**src/rtl/rtt_pkg.sv**
```systemverilog
package rtt_pkg;

  typedef enum logic [2:0] {
    ST_IDLE = 3'd0,
    ST_RING = 3'd1,
    ST_OFF  = 3'd2,
    ST_PULL = 3'd3,
    ST_SWAP = 3'd4
  } rtt_state_e;

  typedef enum logic [1:0] {
    MD_MBB     = 2'd0,
    MD_BBM_IN  = 2'd1,
    MD_BBM_OVR = 2'd2,
    MD_MBB_ALT = 2'd3
  } rtt_mode_e;

  typedef struct packed {
    logic ring;
    logic acc;
    logic pull;
    logic busy;
  } rtt_ctl_t;

  function automatic rtt_ctl_t ctl_of(rtt_state_e s);
    rtt_ctl_t c;
    c = '0;
    case (s)
      ST_RING: c.ring = 1'b1;
      ST_OFF: begin
        c.ring = 1'b1;
        c.acc  = 1'b1;
        c.busy = 1'b1;
      end
      ST_PULL: begin
        c.ring = 1'b1;
        c.pull = 1'b1;
        c.busy = 1'b1;
      end
      ST_SWAP: begin
        c.pull = 1'b1;
        c.busy = 1'b1;
      end
      default: c = '0;
    endcase
    return c;
  endfunction

  function automatic logic is_hold(rtt_state_e s);
    return (s == ST_OFF) || (s == ST_PULL) || (s == ST_SWAP);
  endfunction

endpackage

```
**src/rtl/rtt_hold_timer.sv**
```systemverilog
module rtt_hold_timer #(
  parameter int HOLD_MS = 25
) (
  input  logic clk,
  input  logic rst,
  input  logic run,
  input  logic tick,
  output logic expire
);
  localparam int CW = (HOLD_MS < 2) ? 1 : $clog2(HOLD_MS);
  localparam logic [CW-1:0] LAST = CW'(HOLD_MS - 1);

  logic [CW-1:0] cnt_q;

  assign expire = run && tick && (cnt_q == LAST);

  always_ff @(posedge clk) begin
    if (rst || !run) begin
      cnt_q <= '0;
    end else if (tick && !expire) begin
      cnt_q <= cnt_q + 1'b1;
    end
  end
endmodule

```
**src/rtl/rtt_fsm.sv**
```systemverilog
module rtt_fsm
  import rtt_pkg::*;
(
  input  logic       clk,
  input  logic       rst,
  input  logic       ring_start,
  input  logic       talk_req,
  input  logic [1:0] mode_sel,
  input  logic       expire,
  output rtt_state_e st_q,
  output rtt_state_e st_d,
  output logic       run,
  output logic       done_d
);
  rtt_mode_e mode;
  assign mode = rtt_mode_e'(mode_sel);
  assign run  = is_hold(st_q);

  always_comb begin
    st_d   = st_q;
    done_d = 1'b0;
    case (st_q)
      ST_IDLE: if (ring_start) st_d = ST_RING;
      ST_RING: begin
        if (talk_req) begin
          case (mode)
            MD_BBM_IN:  st_d = ST_OFF;
            MD_BBM_OVR: st_d = ST_PULL;
            default: begin
              st_d   = ST_IDLE;
              done_d = 1'b1;
            end
          endcase
        end
      end
      ST_PULL: begin
        if (expire) begin
          st_d   = ST_IDLE;
          done_d = 1'b1;
        end else begin
          st_d = ST_SWAP;
        end
      end
      ST_OFF, ST_SWAP: begin
        if (expire) begin
          st_d   = ST_IDLE;
          done_d = 1'b1;
        end
      end
      default: st_d = ST_IDLE;
    endcase
  end

  always_ff @(posedge clk) begin
    if (rst) st_q <= ST_IDLE;
    else     st_q <= st_d;
  end
endmodule

```
**src/rtl/rtt_ctl_reg.sv**
```systemverilog
module rtt_ctl_reg
  import rtt_pkg::*;
(
  input  logic       clk,
  input  logic       rst,
  input  rtt_state_e st_d,
  input  logic       done_d,
  output logic       ring_ctl,
  output logic       acc_ctl,
  output logic       sd_pull_low,
  output logic       busy,
  output logic       done
);
  rtt_ctl_t c_d;
  assign c_d = ctl_of(st_d);

  always_ff @(posedge clk) begin
    if (rst) begin
      ring_ctl    <= 1'b0;
      acc_ctl     <= 1'b0;
      sd_pull_low <= 1'b0;
      busy        <= 1'b0;
      done        <= 1'b0;
    end else begin
      ring_ctl    <= c_d.ring;
      acc_ctl     <= c_d.acc;
      sd_pull_low <= c_d.pull;
      busy        <= c_d.busy;
      done        <= done_d;
    end
  end
endmodule

```
**src/rtl/ring_talk_seq.sv**
```systemverilog
module ring_talk_seq
  import rtt_pkg::*;
#(
  parameter int HOLD_MS = 25
) (
  input  logic       clk,
  input  logic       rst,
  input  logic       ms_tick,
  input  logic       ring_start,
  input  logic       talk_req,
  input  logic [1:0] mode_sel,
  output logic       ring_ctl,
  output logic       acc_ctl,
  output logic       sd_pull_low,
  output logic       busy,
  output logic       done
);
  rtt_state_e st_q, st_d;
  logic run, expire, done_d;

  rtt_fsm u_fsm (
    .clk(clk), .rst(rst), .ring_start(ring_start), .talk_req(talk_req),
    .mode_sel(mode_sel), .expire(expire), .st_q(st_q), .st_d(st_d),
    .run(run), .done_d(done_d)
  );

  rtt_hold_timer #(.HOLD_MS(HOLD_MS)) u_tmr (
    .clk(clk), .rst(rst), .run(run), .tick(ms_tick), .expire(expire)
  );

  rtt_ctl_reg u_out (
    .clk(clk), .rst(rst), .st_d(st_d), .done_d(done_d),
    .ring_ctl(ring_ctl), .acc_ctl(acc_ctl), .sd_pull_low(sd_pull_low),
    .busy(busy), .done(done)
  );
endmodule

```
**config.mk**
```make
export PLATFORM = sky130hd
export DESIGN_NAME = ring_talk_seq
export DESIGN_NICKNAME = d
export VERILOG_FILES = /design/src/rtl/rtt_pkg.sv /design/src/rtl/rtt_hold_timer.sv /design/src/rtl/rtt_fsm.sv /design/src/rtl/rtt_ctl_reg.sv /design/src/rtl/ring_talk_seq.sv
export SDC_FILE = /design/constraint.sdc
export NUM_CORES = 1
export LEC_CHECK = 0
export BUFFER_PORTS_ARGS = -buffer_cell sky130_fd_sc_hd__buf_2
export CORE_AREA = 2 2 39 41
export DETAILED_ROUTE_END_ITERATION = 6
export DIE_AREA = 0 0 41 43
export MAX_ROUTING_LAYER = met4
export PLACE_DENSITY = 0.71
export SYNTH_ARGS = -nofsm -noshare
export SYNTH_HDL_FRONTEND = slang
export SYNTH_SLANG_ARGS = --single-unit
```
**constraint.sdc**
```tcl
create_clock -name clk -period 3.5 [get_ports clk]
set_input_delay 0.35 -clock clk [delete_from_list [all_inputs] [get_ports clk]]
set_output_delay 0.35 -clock clk [all_outputs]
set_load 0.03 [all_outputs]
```
-- Word level (Yosys, flattened, before mapping)
Index checks and enable logic that the tools add are counted.
- register bits: 13
- input port bits: 7
- output and inout port bits: 5
- logic and storage cells: 48
- add/subtract/negate cells: 1
- eq/ne operators: 11
- muxes and demuxes: 14
- reductions and logical operators: 15
- operator list (operator ; count):
    3-bit by 2-bit == test with 1-bit output, second input constant ; 4
    3-bit 2-to-1 mux ; 4
    3-bit one-hot mux with 4 select lines ; 1
    3-bit OR reduction ; 3
    1-bit 2-to-1 mux ; 7
    3-bit by 1-bit == test with 1-bit output, second input constant ; 2
    3-bit == test, second input constant ; 2
    2-bit OR reduction ; 3
    5-bit by 1-bit adder with 5-bit output, second input constant ; 1
    5-bit == test, second input constant ; 1
    2-bit one-hot mux with 2 select lines ; 1
    1-bit logical AND ; 3
    3-bit logical NOT ; 1
    1-bit logical OR ; 3
    2-bit by 1-bit == test with 1-bit output, second input constant ; 1
    2-bit == test, second input constant ; 1
    1-bit logical NOT ; 2
    1-bit one-hot mux with 2 select lines ; 1

-- Depth between registers and ports, before layout
Gate-level depths: netlist of run 1.
- word-level depth: 10
- depth in mapped cells: 5
- depth with buffers taken out: 5

-- Cells and area by module
Synthesis of run 1 repeated with hierarchy kept, for this count alone.
- cell total of the unflattened synthesis: 70
- area total of the unflattened synthesis: 658.1 um^2
- modules (own cells, without submodules) (module ; instances ; cells an instance ; area an instance (um^2) ; sequential area each (um^2)):
    rtt_hold_timer ; 1 ; 30 ; 271.5 ; 100.1
    rtt_fsm ; 1 ; 26 ; 231.5 ; 60.1
    rtt_ctl_reg ; 1 ; 14 ; 155.1 ; 100.1

-- Worst setup path before layout of run 1
OpenSTA, ideal clock, no wires.
- path kind: flip-flop to flip-flop
- from: reg u_tmr.cnt_q[0]
- to: reg u_out.acc_ctl
- arrival: 1447 ps
- required time: 3397 ps
- path slack: 1950 ps
- cell stages (with the launch flop): 6
- period minus slack after synthesis: 1550 ps
- cells stage by stage: dfxtp_1 -> inv_1 -> ha_1 -> and4b_4 -> a211o_1 -> a2111oi_2
- cells in the longest elaborated chain, start to end: 6
- elaborated cells on any way between the ends: 7
- classes of those cells: eq/ne: 2; mux: 4; reduce/logical: 1
- RTL lines (what ; line ; source):
    start: declaration ; rtt_hold_timer.sv:13 ; logic [CW-1:0] cnt_q;
    start signal: assignment ; rtt_hold_timer.sv:21 ; cnt_q <= cnt_q + 1'b1;
    5-bit == test (*) ; rtt_hold_timer.sv:15 ; assign expire = run && tick && (cnt_q == LAST);
    1-bit logical AND (*) ; rtt_hold_timer.sv:15 ;
    3-bit 2-to-1 mux (on tied branches) ; rtt_fsm.sv:45, rtt_fsm.sv:37 ;
    3-bit one-hot mux with 4 select lines (*) ; rtt_fsm.sv:22 ; case (st_q)
    3-bit by 2-bit == test with 1-bit output (*) ; rtt_pkg.sv:28 ; case (s)
    1-bit 2-to-1 mux (*) ; rtt_pkg.sv:28 ;
    end signal: assignment ; rtt_ctl_reg.sv:26 ; acc_ctl <= c_d.acc;
    end: declaration ; rtt_ctl_reg.sv:9 ; output logic acc_ctl,
Every way passes the cells marked *; elsewhere a longest branch is shown, timed or not.
A chain may end at the register's enable or synchronous reset.

-- Worst setup path in the final report of run 1
Ends and elaborated chain as after synthesis.

==> reports/qor.yml, run 1 <==
via_per_inst: 5.55
ios: 12
ant_nets: 0
die_area_um2: 1760
critPathTopFamily: "compound AO/OA/AOI/OAI gates"
dp_hpwl_um: 872
drv_slew: 0
die_x_um: 41
worstPathArrival_ps: 1830
worstMarginPinSlew_ps: 457
drv_cap: 0
fin_ws_ps: 1830
n_fill_cell: 135
cts_setup_buffers: 0
ctsResizeCount: 0
grt_usage: 0.164
holdBufCountCts: 0
yosysSeqAreaShare: 0.414
antenna_cells: 0
status: "complete, no violations"
powerDensity_nw_per_um2: 388
grt_pass1_vias: 472
detail_route.wl_per_cell_um: 11.8
start_kind: "flop"
min_path_type: "primary input to flop"
intPower_mw: 0.212
tritoncts: "built"
clkPwrFrac: 0.311
drive_gt1_frac: 0.228
finalWirelength_mm: 1.13
core-area_um2: 1380
crit_type: "flop to flop"
place_congestion: 0.735
grt_max_degree: 12
tns_ps: 0
via_count: 527
required_ps: 3660
seq_power_share: 0.561
cts_buffers: 3
cp_cell_sequence: "inv_1, ha_1, and4b_4, a211o_1, a2111oi_2"
grt-ovfl-total: 0
p_leak_nw: 0.289
drc_errors: 0
clk_path_buf_depth: 2
p_sw_frac: 0.244
synth.avg_cell_area_um2: 9.52
ir_drop_uv: 195
whs_ps: 369
fin_crit_ps: 1670
skew_ps: 1.69
synth_ff_type: "dfxtp_1"
setup_viol: 0
finalNetCount: 90
htreeDepth: 1
min_period_over_period: 0.477
clkSinkCount: 13
grt_pass1_wl_mm: 1.86
end_kind: "flop"
crit_fanout: 6
yosys.area.top_type: "dfxtp_1"
slowest_stage: "dfxtp_1"
syn_area_um2: 628
slew_headroom: 0.695
p_switching_mw: 0.0684
clkLatencyLatePin_ps: 260
path_clk_slew_ps: 70
clock.fmax_mhz: 599
slowest_delay_ps: 370
place_ws_ps: 1830
yosys_register_bits: 13
grt_antenna_before_repair: 0
place.port_buffers: 11
syn-num-nets: 76
die_y_um: 43
rsz0062_at_grt: "false"
std_cell_rows: 14
finalHoldViolCount: 0
async_flop_share: 0
ys_types: 32
synthCells: 66
synth_edf_count: 0
cts_root_buf: "clkbuf_4"
synth_top_area_frac: 0.414
start_util: 0.454
first_iter_violations: 2
synth_commonest_cells: "13 x dfxtp_1, 5 x a21oi_1, 4 x inv_1, 4 x nor2_1"
combPwrFrac: 0.128
timing.critical_path.buf_inv: 1
synthTopCellsByArea: "dfxtp_1 41%, ha_1 6.0%, nand4b_1 4.2%"
synth_most_common_cell: "dfxtp_1"
ys.warnings.count: 0
firstDrtPassIters: 2
area_growth_syn_to_layout_pct: 14.9
fin_total_pwr_mw: 0.280
-- placed cells by master (no fill, tap or decap), types with 3 or more instances in the layout --
master	n
buf_2	11
ha_1	3
nand4b_1	3
clkbuf_4	3
dfxtp_1	13
nand2_1	3
inv_1	4
a21oi_1	5
nor2_1	4
-- final timing paths --
kind | startpoint | end | slack, ps | cells past startpoint
hold / removal | rst | u_fsm.st_q[1] | 370 | 2
setup / recovery | u_tmr.cnt_q[0] | u_out.acc_ctl | 1830 | 5
hold reg to reg | u_tmr.cnt_q[0] | u_tmr.cnt_q[0] | 510 | 2
setup reg to reg | u_tmr.cnt_q[0] | u_out.acc_ctl | 1830 | 5
-- power by group through the flow --
stage | combinational, mW | sequential (mW) | clock [mW]
after floorplan | 0.0201 | 0.166 | 0
after global placement | 0.0363 | 0.161 | 0
after detailed placement | 0.0360 | 0.160 | 0
after CTS | 0.0362 | 0.157 | 0.0922
after global routing | 0.0394 | 0.158 | 0.102
final | 0.0359 | 0.157 | 0.0869
-- worst register-to-register path, cell delays in order (launching register included) --
cell       delay, ps
dfxtp_1          370
inv_1             80
ha_1             210
and4b_4          220
a211o_1          340
a2111oi_2        360
-- layer usage --
metal  global-route usage  wire, um  up-vias  part of all wire
li1                     -         -      277                 -
met1                0.188       538      241              0.48
met2                0.231       548        7              0.49
met3               0.0471        22        2             0.020
met4                0.120        14        0             0.012
met5                    -         0        -                 0
-- through the flow --
stage | cell area [um^2] | util | cells
floorplan | 628 | - | 66
global placement | 696 | 0.503 | 91
detailed placement | 696 | 0.503 | 91
CTS | 722 | 0.522 | 95
global route | 722 | 0.522 | 95
finish | 722 | 0.522 | 95
-- registers in the layout, indices dropped and copies added, names as in the netlist --
register / count
u_tmr.cnt_q: 5
u_fsm.st_q: 3
u_out.busy: 1
u_out.acc_ctl: 1
u_out.sd_pull_low: 1
u_out.ring_ctl: 1
u_out.done: 1
-- cell type report --
class,count,area (um^2),share of cell area
multi-input combinational,47,345,0.478
inverter,4,15.0,0.0208
sequential,13,260,0.360
clock buffer,4,26.3,0.0364
timing repair buffer,11,55.1,0.0763
tap,16,20.0,0.0277
-- logic make-up (layout without fill, tap and decap cells) --
| group | Yosys count | count (layout) | synth area share |
|---|---|---|---|
| flops | 13 | 13 | 0.414 |
| xor+xnor | 2 | 2 | 0.0279 |
| compound gates | 19 | 19 | 0.221 |
| simple gates | 23 | 23 | 0.241 |
| buf+inv | 6 | 19 | 0.0358 |
| fa+ha+maj | 3 | 3 | 0.0598 |
(Power assumes the default switching activity.)
==> inputs of run 2 (changes only) <==
- CORE_AREA: 2 2 39 41 -> unset
- CORE_MARGIN: unset -> 2
- CORE_UTILIZATION: unset -> 46
- DIE_AREA: 0 0 41 43 -> unset
- PLACE_DENSITY: 0.71 -> 0.72
- clock period: 3.5 -> 1.45 ns (I/O delays scaled with it)
==> run 2 against run 1 <==
Against the previous run: first-iteration DRC count increased to 6.0 times the previous value; via count increased by 15%; critical path depth is the same; worst setup slack lost 1800 ps; combinational power increased to 3.2 times the previous value; the run now ends with setup timing left; sequential power increased by 140%.
==> reports/qor.yml, run 2 (synthesized netlist as in run 1, its figures left out) <==
whs_path_depth: 2  # unchanged
min_period_over_period: 1.00  # +0.527
grt_usage: 0.203  # +0.0394
whs_ps: 172  # -197 ps
end_kind: "flop"
rr_worst_depth: 5  # unchanged
slowest_stage: "dfxtp_2"
cts_root_buf: "clkbuf_4"
mostFrequentLayoutCells: "11 x buf_2, 11 x buf_4, 11 x dfxtp_1"
top_register: "u_tmr.cnt_q"
worst_r2r_endpoint: "u_out.acc_ctl"
antenna_cells: 0  # unchanged
top_regs: "u_tmr.cnt_q (5), u_fsm.st_q (3)"
min_path_type: "primary input to flop"
start_util: 0.489  # +0.0349
fin_crit_ps: 1460  # -213 ps
skew_ps: 4.44  # +2.75 ps
crit_fanout: 2  # -4
reg2reg_slack_ps: -6  # -1840 ps
clock.fmax_mhz: 687  # +15%
drc_errors: 0  # unchanged
drive_gt1_frac: 0.389  # +0.161
slowest_delay_ps: 330  # -40 ps
grt-ovfl-total: 0  # unchanged
core-area_um2: 1280  # -7.1%
finalWirelength_mm: 1.38  # +23%
drv_cap: 0  # unchanged
first_iter_violations: 12  # +10
area_growth_syn_to_layout_pct: 33.1
cts_buffers: 3  # unchanged
dp.cells: 101  # +11%
place.port_buffers: 11  # unchanged
detail_route.wl_per_cell_um: 13.2  # +11%
grt_pass1_vias: 534  # +13%
via_per_inst: 5.76  # +3.9%
status: "complete, but fails checks"
worstMarginPinSlew_ps: 410  # -46.9 ps
via_count: 605  # +15%
fin_cells: 105  # +11%
dp_hpwl_mm: 1.00  # +15%
grt_max_degree: 12  # unchanged
htreeDepth: 1  # unchanged
worstHoldStart: "rst"
post-route-util: 0.650  # +0.129
drv_slew: 0  # unchanged
crit_type: "flop to flop"
path_clk_slew_ps: 80  # about the same
grt_antenna_before_repair: 0  # unchanged
clkLatencyLatePin_ps: 280  # +20 ps
slew_headroom: 0.726  # +0.0313
grt_pass1_wl_mm: 2.14  # +15%
ir_drop_uv: 558  # +190%
std_cell_rows: 13  # -1
tns_ps: -6.09  # -6.09 ps
place_ws_ps: 11.9  # -1820 ps
violations: "setup timing"
finalNetCount: 101  # +12%
clkSinkCount: 13  # unchanged
finalHoldViolCount: 0  # unchanged
start_kind: "flop"
rsz0062_at_grt: "true"
largest_reg_flops: 5  # unchanged
ios: 12  # unchanged
powerDensity_nw_per_um2: 864  # +120%
hold_end: "u_fsm.st_q[1]"
die_y_um: 41.0  # -4.8%
p_leak_nw: 0.349  # +21%
die_x_um: 41.0  # -0.12%
cp_cell_sequence: "inv_1, ha_2, and4b_4, a211o_1, a2111oi_4"
tritoncts: "built"
die_area_um2: 1680  # -4.9%
timing.rr.start: "u_tmr.cnt_q[0]"
clk_path_buf_depth: 2  # unchanged
fin_ws_ps: -6.09  # -1840 ps
required_ps: 1630  # -2030 ps
setup_viol: 1  # +1
firstDrtPassIters: 4  # +2
ant_nets: 0  # unchanged
place_congestion: 0.753  # +2.4%
worstPathArrival_ps: 1640  # -190 ps
[run 2: final cells by class]
type / instances / area (um^2)
inverter: 4 / 15.0
multi-input combinational: 47 / 375
timing repair buffer: 22 / 138
clock buffer: 4 / 26.3
tap: 15 / 18.8
fill: 104 / 449
sequential: 13 / 263
[run 2: power by group]
part           internal [mW]  switching, mW
sequential             0.369        0.00680
clock                  0.107          0.123
combinational         0.0504         0.0657
[run 2: metrics by stage]
step | power (mW) | area [um^2]
floorplan | 0.450 | 629
global placement | 0.490 | 778
detailed placement | 0.491 | 778
CTS | 0.716 | 807
global route | 0.758 | 836
finish | 0.722 | 836
[run 2: metal layers]
| layer | up-vias | share of wire | GRT usage |
|---|---|---|---|
| met5 | - | 0 | - |
| met4 | 0 | 0.017 | 0.125 |
| met3 | 5 | 0.027 | 0.0326 |
| met2 | 13 | 0.51 | 0.324 |
| met1 | 286 | 0.45 | 0.236 |
| li1 | 301 | - | - |
[run 2: what timing repair did]
action / in CTS / in global routing
gates resized for setup: 1 / 5
setup endpoints to repair: 1 / 3
setup buffers: 0 / 0
hold buffers: 0 / 0
pin swaps: 0 / 2
[run 2: how the worst max path moves through the flow]
stage / start / to / slack, ps / cells past startpoint
6_report: u_tmr.cnt_q[0] / u_out.acc_ctl / -6 / 5
5_1_grt: u_tmr.cnt_q[0] / u_out.acc_ctl / -50 / 5
4_1_cts: u_fsm.st_q[2] / u_out.acc_ctl / 20 / 3
3_5_place_dp: mode_sel[0] / u_out.acc_ctl / 10 / 5
3_3_place_gp: mode_sel[0] / u_out.acc_ctl / 30 / 5
2_1_floorplan: u_tmr.cnt_q[0] / u_out.acc_ctl / 20 / 5
[run 2: worst max-delay path: cells and delay by family (launching register included)]
family	cells	cell delay, ps
AOI/OAI and AO/OA	2	610
DFF	1	330
and+or+nand+nor	1	190
adders and majority gates	1	180
buffers and inverters	1	50
==> inputs of run 3 (changes only) <==
- BUFFER_PORTS_ARGS: -buffer_cell sky130_fd_sc_hd__buf_2 -> unset
- CORE_AREA: unset -> 2 2 39 41
- CORE_MARGIN: 2 -> unset
- CORE_UTILIZATION: 46 -> unset
- CTS_CLUSTER_DIAMETER: unset -> 60
- DIE_AREA: unset -> 0 0 41 43
- DONT_BUFFER_PORTS: unset -> 1
- PLACE_DENSITY: 0.72 -> 0.65
- SLEW_MARGIN: unset -> 20
==> run 3 against run 2 <==
Against the previous run: the run now ends clean; clock skew fell by 3.6 ps; routed wire length increased by 2.4%; final area is 5.4% lower; sequential share of layout area grew 1.8 points; fmax up 1.4%; power down 4.5%; via count shrank 7.8%; first-iteration DRC count up 120%; worst setup slack better by 21 ps; flip-flop and latch count stayed put; sequential power rose by 4%; critical path type unchanged; largest cell class unchanged.
==> reports/qor.yml, run 3 (synthesized netlist as in run 1, its figures left out) <==
status: "complete, no violations"
ir_drop_uv: 571  # +2.2%
setup.worst_path.start: "u_tmr.cnt_q[1]"
first_iter_violations: 26  # +14
cts_buffers: 3  # unchanged
fin_cells: 94  # -10%
largest_reg_flops: 5  # unchanged
die_x_um: 41  # +0.12%
grt_antenna_before_repair: 0  # unchanged
clk_path_buf_depth: 2  # unchanged
finalNetCount: 89  # -12%
grt-ovfl-total: 0  # unchanged
drc_errors: 0  # unchanged
top_regs: "u_tmr.cnt_q (5), u_fsm.st_q (3)"
area_growth_syn_to_layout_pct: 25.9
cts_setup_buffers: 0  # unchanged
core-area_um2: 1380  # +7.7%
final_common_cell: "dfxtp_1"
end_kind: "flop"
std_cell_rows: 14  # +1
fin_crit_ps: 1440  # -20.7 ps
grt_usage: 0.191  # -0.0126
ios: 12  # unchanged
path_clk_slew_ps: 70  # about the same
worstMarginPinSlew_ps: 423  # +12.5 ps
clkLatencyLatePin_ps: 270  # about the same
finalWirelength_mm: 1.42  # +2.4%
min_period_over_period: 0.990  # -0.0142
firstDrtPassIters: 4  # unchanged
finalHoldViolCount: 0  # unchanged
via_count: 558  # -7.8%
detail_route.wl_per_cell_um: 15.1  # +14%
start_util: 0.454  # -0.0349
die_y_um: 43  # +5.0%
min_path_type: "primary input to flop"
powerDensity_nw_per_um2: 872  # +0.99%
drive_gt1_frac: 0.295  # -0.0940
skew_ps: 0.863  # -3.57 ps
tritoncts: "built"
place.port_buffers: 0  # -11
grt_pass1_wl_mm: 2.17  # +1.6%
grt_max_degree: 12  # unchanged
p_leak_nw: 0.299  # -14%
drv_slew: 0  # unchanged
htreeDepth: 1  # unchanged
post-route-util: 0.571  # -0.0790
via_per_inst: 5.94  # +3.0%
required_ps: 1630  # about the same
top_register: "u_tmr.cnt_q"
start_kind: "flop"
slew_headroom: 0.718  # -0.00837
grt_pass1_vias: 534  # unchanged
place_congestion: 0.740  # -1.7%
mostFrequentLayoutCells: "11 x dfxtp_1, 8 x buf_4, 4 x nor2_1, 4 x a21oi_1"
clkSinkCount: 13  # unchanged
setup_viol: 0  # -1
dp.cells: 89  # -12%
antenna_cells: 0  # unchanged
crit_fanout: 2  # unchanged
rsz0062_at_grt: "true"
dp_hpwl_mm: 1.01  # +0.60%
worstHoldStart: "ms_tick"
drv_cap: 0  # unchanged
worstPathArrival_ps: 1610  # -30 ps
ant_nets: 0  # unchanged
timing.rr.start: "u_tmr.cnt_q[1]"
cts_root_buf: "clkbuf_4"
clock.fmax_mhz: 697  # +1.4%
crit_type: "flop to flop"
die_area_um2: 1760  # +5.1%
## run 3: cell type report
class                           instances  area, um^2
Tap cell                               16        20.0
Sequential cell                        13         263
Multi-Input combinational cell         47         385
Inverter                                4        15.0
Clock buffer                            4        26.3
Fill cell                             128         593
Timing Repair Buffer                   10        81.3
## run 3: report_power, final
part | leakage (nW) | total, mW | switching (mW) | internal, mW
sequential | 0.107 | 0.392 | 0.0226 | 0.369
combinational | 0.178 | 0.0790 | 0.0418 | 0.0371
clock | 0.0150 | 0.219 | 0.112 | 0.107
total | 0.299 | 0.690 | 0.177 | 0.513
## run 3: worst max-delay path: stages, from the launching register on
cell	delay [ps]
dfxtp_2	330
inv_1	60
ha_4	150
and4b_4	190
a211o_1	310
a2111oi_4	300
## run 3: worst paths after layout
| check | end | slack (ps) | cells after the start |
|---|---|---|---|
| setup reg to reg | u_out.acc_ctl | 10 | 5 |
| setup / recovery | u_out.acc_ctl | 10 | 5 |
| hold / removal | u_tmr.cnt_q[0] | 30 | 2 |
| hold reg to reg | u_tmr.cnt_q[0] | 540 | 3 |
## run 3: what timing repair did
| item | CTS | global route |
|---|---|---|
| hold endpoints to repair | 8 | 0 |
| endpoints found under the setup margin | 2 | 10 |
| hold buffers | 1 | 0 |
| gates resized for setup | 3 | 6 |
| pin swaps | 0 | 1 |
## run 3: metal layers
metal,up-vias,global-route usage,routed length [um]
met3,5,0.0366,62
met5,-,-,0
li1,274,-,-
met1,262,0.217,618
met4,0,0.120,40
met2,17,0.291,694
## run 3: through the flow
stage / TNS [ps] / setup slack, ps / instance area (um^2) / total power, mW / hold WS, ps
final: 0 / 14.6 / 791 / 0.690 / 29.7
after global routing: -94.1 / -69.1 / 791 / 0.722 / 22.6
after CTS: 0 / 0.0903 / 752 / 0.687 / 24.4
after detailed placement: -16.8 / -15.3 / 709 / 0.464 / 219
after global placement: -7.56 / -7.56 / 709 / 0.464 / 219
after floorplan: 0 / 18.9 / 629 / 0.450 / 401
